[src/rtl/alu8_pkg.sv]
package alu8_pkg;
  localparam int ALU_DW = 8;

  typedef enum logic [4:0] {
    K_PASSW = 5'd0,  K_CLR  = 5'd1,  K_SUB  = 5'd2,  K_DEC   = 5'd3,
    K_OR    = 5'd4,  K_AND  = 5'd5,  K_XOR  = 5'd6,  K_ADD   = 5'd7,
    K_MOVF  = 5'd8,  K_COM  = 5'd9,  K_INC  = 5'd10, K_DECSK = 5'd11,
    K_RRC   = 5'd12, K_RLC  = 5'd13, K_SWAP = 5'd14, K_INCSK = 5'd15,
    K_MOVK  = 5'd16, K_NONE = 5'd17
  } kind_e;

  function automatic logic [ALU_DW-1:0] nib_swap(input logic [ALU_DW-1:0] v);
    return {v[ALU_DW/2-1:0], v[ALU_DW-1:ALU_DW/2]};
  endfunction

  function automatic logic [ALU_DW-1:0] rot_right(input logic [ALU_DW-1:0] v, input logic ci);
    return {ci, v[ALU_DW-1:1]};
  endfunction

  function automatic logic [ALU_DW-1:0] rot_left(input logic [ALU_DW-1:0] v, input logic ci);
    return {v[ALU_DW-2:0], ci};
  endfunction

  function automatic logic uses_adder(input kind_e k);
    return (k == K_ADD) || (k == K_SUB) || (k == K_INC) || (k == K_DEC) ||
           (k == K_INCSK) || (k == K_DECSK);
  endfunction
endpackage

[src/rtl/alu8_decode.sv]
module alu8_decode
  import alu8_pkg::*;
(
  input  logic [5:0] op_code,
  input  logic       dst_bit,
  input  logic       lit_sel,
  output kind_e      kind,
  output logic       use_k,
  output logic       dst_file,
  output logic       c_en,
  output logic       dc_en,
  output logic       z_en,
  output logic       skip_en
);
  always_comb begin
    kind     = K_NONE;
    use_k    = 1'b0;
    dst_file = 1'b0;
    c_en     = 1'b0;
    dc_en    = 1'b0;
    z_en     = 1'b0;
    skip_en  = 1'b0;
    if (lit_sel) begin
      use_k = 1'b1;
      unique case (op_code[1:0])
        2'b00: kind = K_MOVK;
        2'b01: begin kind = K_OR;  z_en = 1'b1; end
        2'b10: begin kind = K_AND; z_en = 1'b1; end
        default: begin kind = K_XOR; z_en = 1'b1; end
      endcase
    end else if (op_code[5:4] == 2'b00) begin
      kind     = kind_e'({1'b0, op_code[3:0]});
      dst_file = dst_bit;
      unique case (op_code[3:0])
        4'd2, 4'd7:           begin c_en = 1'b1; dc_en = 1'b1; z_en = 1'b1; end
        4'd12, 4'd13:         c_en = 1'b1;
        4'd11, 4'd15:         skip_en = 1'b1;
        4'd0, 4'd14:          ;
        default:              z_en = 1'b1;
      endcase
    end
  end
endmodule

[src/rtl/alu8_adder.sv]
module alu8_adder #(
  parameter int DW = alu8_pkg::ALU_DW
) (
  input  logic [DW-1:0] a,
  input  logic [DW-1:0] b,
  input  logic          ci,
  output logic [DW-1:0] sum,
  output logic          co,
  output logic          hco
);
  localparam int HW = DW / 2;
  localparam int UW = DW - HW;

  logic [HW:0] lo;
  logic [UW:0] hi;

  always_comb begin
    lo  = {1'b0, a[HW-1:0]} + {1'b0, b[HW-1:0]} + {{HW{1'b0}}, ci};
    hi  = {1'b0, a[DW-1:HW]} + {1'b0, b[DW-1:HW]} + {{UW{1'b0}}, lo[HW]};
    sum = {hi[UW-1:0], lo[HW-1:0]};
    hco = lo[HW];
    co  = hi[UW];
  end
endmodule

[src/rtl/alu8_logic.sv]
module alu8_logic
  import alu8_pkg::*;
#(
  parameter int DW = ALU_DW
) (
  input  kind_e         kind,
  input  logic [DW-1:0] opnd,
  input  logic [DW-1:0] w,
  input  logic          ci,
  output logic [DW-1:0] lres,
  output logic          rot_co
);
  always_comb begin
    rot_co = ci;
    unique case (kind)
      K_CLR:   lres = '0;
      K_OR:    lres = opnd | w;
      K_AND:   lres = opnd & w;
      K_XOR:   lres = opnd ^ w;
      K_MOVF,
      K_MOVK:  lres = opnd;
      K_COM:   lres = ~opnd;
      K_RRC:   begin lres = rot_right(opnd, ci); rot_co = opnd[0];    end
      K_RLC:   begin lres = rot_left(opnd, ci);  rot_co = opnd[DW-1]; end
      K_SWAP:  lres = nib_swap(opnd);
      default: lres = w;
    endcase
  end
endmodule

[src/rtl/alu8_flags.sv]
module alu8_flags
  import alu8_pkg::*;
(
  input  logic [7:0] w_val,
  input  logic [7:0] f_val,
  input  logic [7:0] k_val,
  input  logic       c_in,
  input  logic [5:0] op_code,
  input  logic       dst_bit,
  input  logic       lit_sel,
  output logic [7:0] result,
  output logic       dst_file,
  output logic       c_next,
  output logic       dc_next,
  output logic       z_next,
  output logic       c_upd,
  output logic       dc_upd,
  output logic       z_upd,
  output logic       skip_req
);
  localparam int DW = ALU_DW;

  kind_e         kind;
  logic          use_k;
  logic          skip_en;
  logic [DW-1:0] opnd;
  logic [DW-1:0] add_b;
  logic          add_ci;
  logic [DW-1:0] add_sum;
  logic          add_co;
  logic          add_hco;
  logic [DW-1:0] lres;
  logic          rot_co;
  logic          arith_sel;
  logic          rot_sel;

  alu8_decode u_dec (
    .op_code (op_code),
    .dst_bit (dst_bit),
    .lit_sel (lit_sel),
    .kind    (kind),
    .use_k   (use_k),
    .dst_file(dst_file),
    .c_en    (c_upd),
    .dc_en   (dc_upd),
    .z_en    (z_upd),
    .skip_en (skip_en)
  );

  assign opnd = use_k ? k_val : f_val;

  always_comb begin
    add_b  = w_val;
    add_ci = 1'b0;
    unique case (kind)
      K_SUB:          begin add_b = ~w_val; add_ci = 1'b1; end
      K_INC, K_INCSK: begin add_b = '0;     add_ci = 1'b1; end
      K_DEC, K_DECSK: begin add_b = '1;     add_ci = 1'b0; end
      default:        ;
    endcase
  end

  alu8_adder #(.DW(DW)) u_add (
    .a  (opnd),
    .b  (add_b),
    .ci (add_ci),
    .sum(add_sum),
    .co (add_co),
    .hco(add_hco)
  );

  alu8_logic #(.DW(DW)) u_log (
    .kind  (kind),
    .opnd  (opnd),
    .w     (w_val),
    .ci    (c_in),
    .lres  (lres),
    .rot_co(rot_co)
  );

  assign arith_sel = uses_adder(kind);
  assign rot_sel   = (kind == K_RRC) || (kind == K_RLC);
  assign result    = arith_sel ? add_sum : lres;
  assign c_next    = rot_sel ? rot_co : (arith_sel ? add_co : c_in);
  assign dc_next   = arith_sel ? add_hco : 1'b0;
  assign z_next    = (result == '0);
  assign skip_req  = skip_en && (result == '0);
endmodule

[config.mk]
export PLATFORM = sky130hd
export DESIGN_NAME = alu8_flags
export DESIGN_NICKNAME = d
export VERILOG_FILES = /design/src/rtl/alu8_pkg.sv /design/src/rtl/alu8_decode.sv /design/src/rtl/alu8_adder.sv /design/src/rtl/alu8_logic.sv /design/src/rtl/alu8_flags.sv
export SDC_FILE = /design/constraint.sdc
export NUM_CORES = 1
export LEC_CHECK = 0
export ABC_AREA = 1
export BUFFER_PORTS_ARGS = -buffer_cell sky130_fd_sc_hd__buf_2
export CORE_MARGIN = 2
export CORE_UTILIZATION = 40
export DETAILED_ROUTE_END_ITERATION = 12
export PLACE_DENSITY = 0.71
export SLEW_MARGIN = 10
export SYNTH_ARGS = -nofsm -noshare
export SYNTH_HDL_FRONTEND = slang
export SYNTH_SLANG_ARGS = --single-unit
[constraint.sdc]
create_clock -name vclk -period 4.4
set_clock_uncertainty 0.15 [all_clocks]
set_input_delay 0.44 -clock vclk [all_inputs]
set_output_delay 0.44 -clock vclk [all_outputs]
set_load 0.03 [all_outputs]
After elaboration in Yosys (flattened, before gate mapping). Cells that the tools add are included.

Reduce and logical (&&, ||, !) cells: 19. Mux-type cells: 28. Add/subtract/negate cells: 4. Bitwise operators: 5. Eq/ne operators: 25.

Operator list (count): case mux 8 bit (9 select lines) (1); == test 5 x 4 -> 1 bit, second input constant (8); case mux 8 bit (3 select lines) (1); == test 4 bit, second input constant (5); == test 5 x 3 -> 1 bit, second input constant (4); 2-to-1 mux 1 bit (20); 2-to-1 mux 8 bit (2); inverter 8 bit (2); case mux 5 bit (3 select lines) (1); adder 4 x 4 -> 5 bit (2); adder 5 x 1 -> 5 bit (2); == test 5 x 2 -> 1 bit, second input constant (2); 2-to-1 mux 5 bit (2); OR reduction 2 bit (5); AND 8 bit (1); zero test 8 bit (1); OR 8 bit (1); bitwise XOR 8 bit (1); logical OR 1 bit (6); OR reduction 6 bit (1); == test 5 x 1 -> 1 bit, second input constant (1); == test 5 bit, second input constant (1); == test 4 x 2 -> 1 bit, second input constant (1); == test 4 x 3 -> 1 bit, second input constant (1); 8 further kinds (9).

Output and inout bits: 16. Bits in registers: 0.

Logic depth before layout (Yosys ltp).
Depth in word-level cells: 12. Gate-level depth with buffers: 27.

Hierarchy. From an unflattened synthesis, not the netlist that was laid out.

Cells, all modules: 403. Area, all modules: 2207.1 um2.

Modules (own cells, without submodules): alu8_logic (times used 1, cells an instance 203, area each 1107.3 um2); alu8_flags (times used 1, cells an instance 117, area each 621.8 um2); alu8_adder (times used 1, cells an instance 41, area each 299.0 um2); alu8_decode (times used 1, cells an instance 42, area each 178.9 um2).

Least setup slack after synthesis. OpenSTA, ideal clock, no wires.

Path kind: input -> output. Start: in op_code[1]. End: out skip_req. Path buffers: 1. Slack: -401 ps. Cell stages on the path: 25. Arrival: 4211 ps. Cell sequence: buf_2 -> nand3_1 -> nand2_4 -> nand2_2 -> inv_2 -> nand2_1 -> nand2_1 -> a21oi_1 -> inv_1 -> o21ai_0 -> fa_1 -> inv_1 -> fa_1 -> o21ai_0 -> a21oi_1 -> fa_1 -> inv_1 -> fa_1 -> inv_1 -> nor2_1 -> a21oi_1 -> nand2_1 -> nor2_1 -> nand2_1 -> nor2_1.

Cells in the longest elaborated chain, start to end: 12. Elaborated cells between the ends (all ways): 47. Classes of those cells: add/sub (4); eq/ne (20); mux (10); reduce/logical (13).

RTL lines: start: declaration (line alu8_flags.sv:8) `input logic [5:0] op_code,`; == test 2 bit (tied with other cells) (line alu8_decode.sv:25) `unique case (op_code[1:0])`; case mux 5 bit (3 select lines) (line alu8_decode.sv:25); 2-to-1 mux 5 bit (line alu8_decode.sv:23) `if (lit_sel) begin`; == test 5 x 2 -> 1 bit (tied with other cells) (line alu8_pkg.sv:25, alu8_flags.sv:55); OR reduction 2 bit / logical OR 1 bit (equally long branches) (line alu8_flags.sv:55, alu8_pkg.sv:25); case mux 8 bit (3 select lines) / logical OR 1 bit (equally long branches) (line alu8_flags.sv:55, alu8_pkg.sv:25); adder 4 x 4 -> 5 bit / logical OR 1 bit (equally long branches) (line alu8_adder.sv:18, alu8_pkg.sv:25); adder 5 x 1 -> 5 bit / logical OR 1 bit (equally long branches) (line alu8_adder.sv:18, alu8_pkg.sv:25); adder 5 x 1 -> 5 bit / logical OR 1 bit (equally long branches) (line alu8_adder.sv:19, alu8_pkg.sv:26); 2-to-1 mux 8 bit (line alu8_flags.sv:83) `assign result = arith_sel ? add_sum : lres;`; zero test 8 bit (line alu8_flags.sv:87) `assign skip_req = skip_en && (result == '0);`; logical AND 1 bit * (line alu8_flags.sv:87); end: declaration (line alu8_flags.sv:19) `output logic skip_req`.

Every way passes the cells marked *; elsewhere a longest branch is shown, timed or not.

Final worst setup path.
Start: in op_code[2]. End: out skip_req.

Cells in the longest elaborated chain, start to end: 11. Elaborated cells between the ends (all ways): 43. Classes of those cells: add/sub (4); eq/ne (18); mux (9); reduce/logical (12).

RTL lines: 2-to-1 mux 5 bit (line alu8_decode.sv:31) `end else if (op_code[5:4] == 2'b00) begin`; 2-to-1 mux 5 bit (line alu8_decode.sv:23); == test 5 x 2 -> 1 bit (tied with other cells) (line alu8_pkg.sv:25, alu8_flags.sv:55); OR reduction 2 bit / logical OR 1 bit (equally long branches) (line alu8_flags.sv:55, alu8_pkg.sv:25); case mux 8 bit (3 select lines) / logical OR 1 bit (equally long branches) (line alu8_flags.sv:55, alu8_pkg.sv:25); adder 4 x 4 -> 5 bit / logical OR 1 bit (equally long branches) (line alu8_adder.sv:18, alu8_pkg.sv:25); adder 5 x 1 -> 5 bit / logical OR 1 bit (equally long branches) (line alu8_adder.sv:18, alu8_pkg.sv:25); adder 5 x 1 -> 5 bit / logical OR 1 bit (equally long branches) (line alu8_adder.sv:19, alu8_pkg.sv:26); 2-to-1 mux 8 bit (line alu8_flags.sv:83); zero test 8 bit (line alu8_flags.sv:87); logical AND 1 bit * (line alu8_flags.sv:87).

Marks and branches as above.

==> metrics.yaml <==
global_route:
  grt_pass1_wl_um: 12100
  antenna_found_initial: 0
  grt_max_degree: 20
  grt_usage_pct: 27.4
  grt_pass1_vias: 2663
  overflow: 0
power_and_ir_drop:
  combPwrFrac_pct: 100.0
  p_leak_nw: 1.65
  ir_worst_vdd_mv: 0.0999
  p_clk_share_pct: 0
  p_int_mw: 0.144
  swShare_pct: 60.3
  seqPwrFrac_pct: 0
  powerDensity_nw_per_um2: 130
  p_switching_mw: 0.218
  power.total_mw: 0.362
status:
  violations: "negative setup slack"
  status: "finished, violations left"
sta:
  fin_ws_ps: -66.7
  relSlewSlack_pct: 59.3
  max_freq_mhz: 224
  post-route-period-util_pct: 102
  maxSlewViolCount: 0
  min_period_ps: 4470
  setup_viol: 2
  rsz0062_at_grt: "yes"
  finalHoldViolations: 0
  worst_pin_slew_ps: 608
cells_and_area:
  nFillCells: 472
  nClkBuffers: 0
  drive_gt1_share_pct: 34.8
  layoutNonFillerInstCount: 532
  seq_cell_count: 0
  fin_nets: 526
  final_core_util_pct: 58.3
  antenna_cells: 0
  seq_area_um2: 0
  syn_to_final_growth_pct: 39.6
routing:
  drc_errors: 0
  first_iter_violations: 234
  ant_nets: 0
  dr.pass1.iters: 5
  wl_per_cell_um: 13.7
  via_count: 2751
  routed_via_density: 5.17
  routed_wl_um: 7300
floorplan:
  die_h_um: 74.7
  initial_core_util_pct: 41.8
  die_w_um: 74.7
  core_area_um2: 4790
  die_area_um2: 5580
  pin_count: 49
  rows: 25
worst_setup_path:
  path_class: "in2out"
  setup.worst_path.end_class: "output port"
  startpoint_type: "input port"
  crit_fanout: 5
  crit_arrival_ps: 3880
  required_ps: 3810
synth:
  synthesis.nets: 429
  synth_warnings: 0
  synthCells: 370
  synth.yosys.seq_area_share_pct: 0
  syn_area_per_cell_um2: 5.40
  synth.distinct_cells: 35
  syn-cell-area_um2: 2000
placement:
  numPortBuffers: 49
  dp.final_hpwl_um: 5620
  place_congestion: 0.980
  dp.cells: 519
min_path:
  min_path_type: "in2out"
flow_run:
  drv_cap: 0
-- critical path, stage by stage --
cell     delay, ps
buf_2          120
inv_1           80
nand4_1        140
inv_1          100
nand2_4        100
nand2_2         50
a21oi_2        140
inv_2           90
o21ai_2        140
fa_2           230
inv_2           40
fa_2           360
o21ai_2        160
a21oi_2         80
fa_2           330
inv_2           70
buf_4          110
nand3_2         70
nand2_2         80
xnor2_2        110
nor2_1          80
a21oi_1        160
nand2_1         90
nor2_1         150
nand2_2        110
nor2_4         120
buf_6          130
-- logic make-up after synthesis --
kind of cell	share of synthesized area, %
XOR/XNOR	1.75
AO/OA/AOI/OAI	12.9
AND/OR/NAND/NOR	52.9
adder cells (fa/ha/maj)	17.8
buffers and inverters	14.6
-- Yosys cell counts, types with 3 or more instances --
master / instances / area [um^2]
a21oi_1: 28 / 140
buf_6: 4 / 45.0
nand2_1: 115 / 432
fa_1: 4 / 80.1
nand2_2: 5 / 31.3
nand3_2: 3 / 30.0
nor2_1: 36 / 135
nand4_1: 8 / 50.1
xnor2_1: 3 / 26.3
o21ai_0: 10 / 50.1
nand3_1: 47 / 235
nor2_2: 3 / 18.8
inv_1: 48 / 180
ha_1: 22 / 275
inv_2: 7 / 26.3
-- power groups by stage --
stage / clock network, mW / registers (mW) / logic, mW
6_report: 0 / 0 / 0.362
5_1_grt: 0 / 0 / 0.395
4_1_cts: 0 / 0 / 0.339
3_5_place_dp: 0 / 0 / 0.321
3_3_place_gp: 0 / 0 / 0.316
2_1_floorplan: 0 / 0 / 0.208
-- placed cells by master, fill, tap and decap left out, types with 2 or more instances in the layout --
master   count
nor2_2       4
nand3_1     45
nand2_4      3
buf_2       41
nand4_2      2
fa_2         4
o21ai_0      7
inv_4        2
nand4_1      8
xnor2_1      2
a21oi_2      4
inv_1       41
o21ai_2      4
nand3_2      5
nand2_2     10
nor2_4       3
nor2_1      34
a21oi_1     24
buf_6        4
o21ai_1      2
buf_4       57
inv_2       13
ha_1        22
nand2_1    109
-- per-layer routing --
layer  part of all wire, %  track usage (%)
met5                     0                0
met4                   2.2             7.34
met3                   7.2             1.47
met2                    49             48.8
met1                    41             36.1
-- area by class of cell --
class	count	area, um^2	area share, %
inverter	58	228	8.16
timing repair buffer	103	693	24.8
tap	67	83.8	3.00
multi-input combinational	304	1790	64.0
-- path summary, 6_finish.rpt --
check | startpoint | end | depth (start not counted)
setup / recovery | op_code[2] | skip_req | 27
hold / removal | dst_bit | dst_file | 4
-- through the flow --
stage / hold slack [ps] / instance area [um^2] / setup TNS (ps) / worst slack, ps
floorplan: 881 / 2020 / 0 / 11.7
detailed placement: 1060 / 2590 / -491 / -275
global route: 1120 / 2790 / -484 / -239
finish: 1060 / 2790 / -79.4 / -66.7
CTS: 1060 / 2730 / -152 / -93.9
global placement: 1060 / 2590 / -300 / -181
-- what timing repair did --
action | 4_1_cts | 5_1_grt
pin swaps | 14 | 14
buffers inserted | 9 | 4
hold buffers | 0 | 0
endpoints found under the setup margin | 3 | 6
gates resized for setup | 26 | 13
Note: power is estimated with default switching activity, not from simulation.
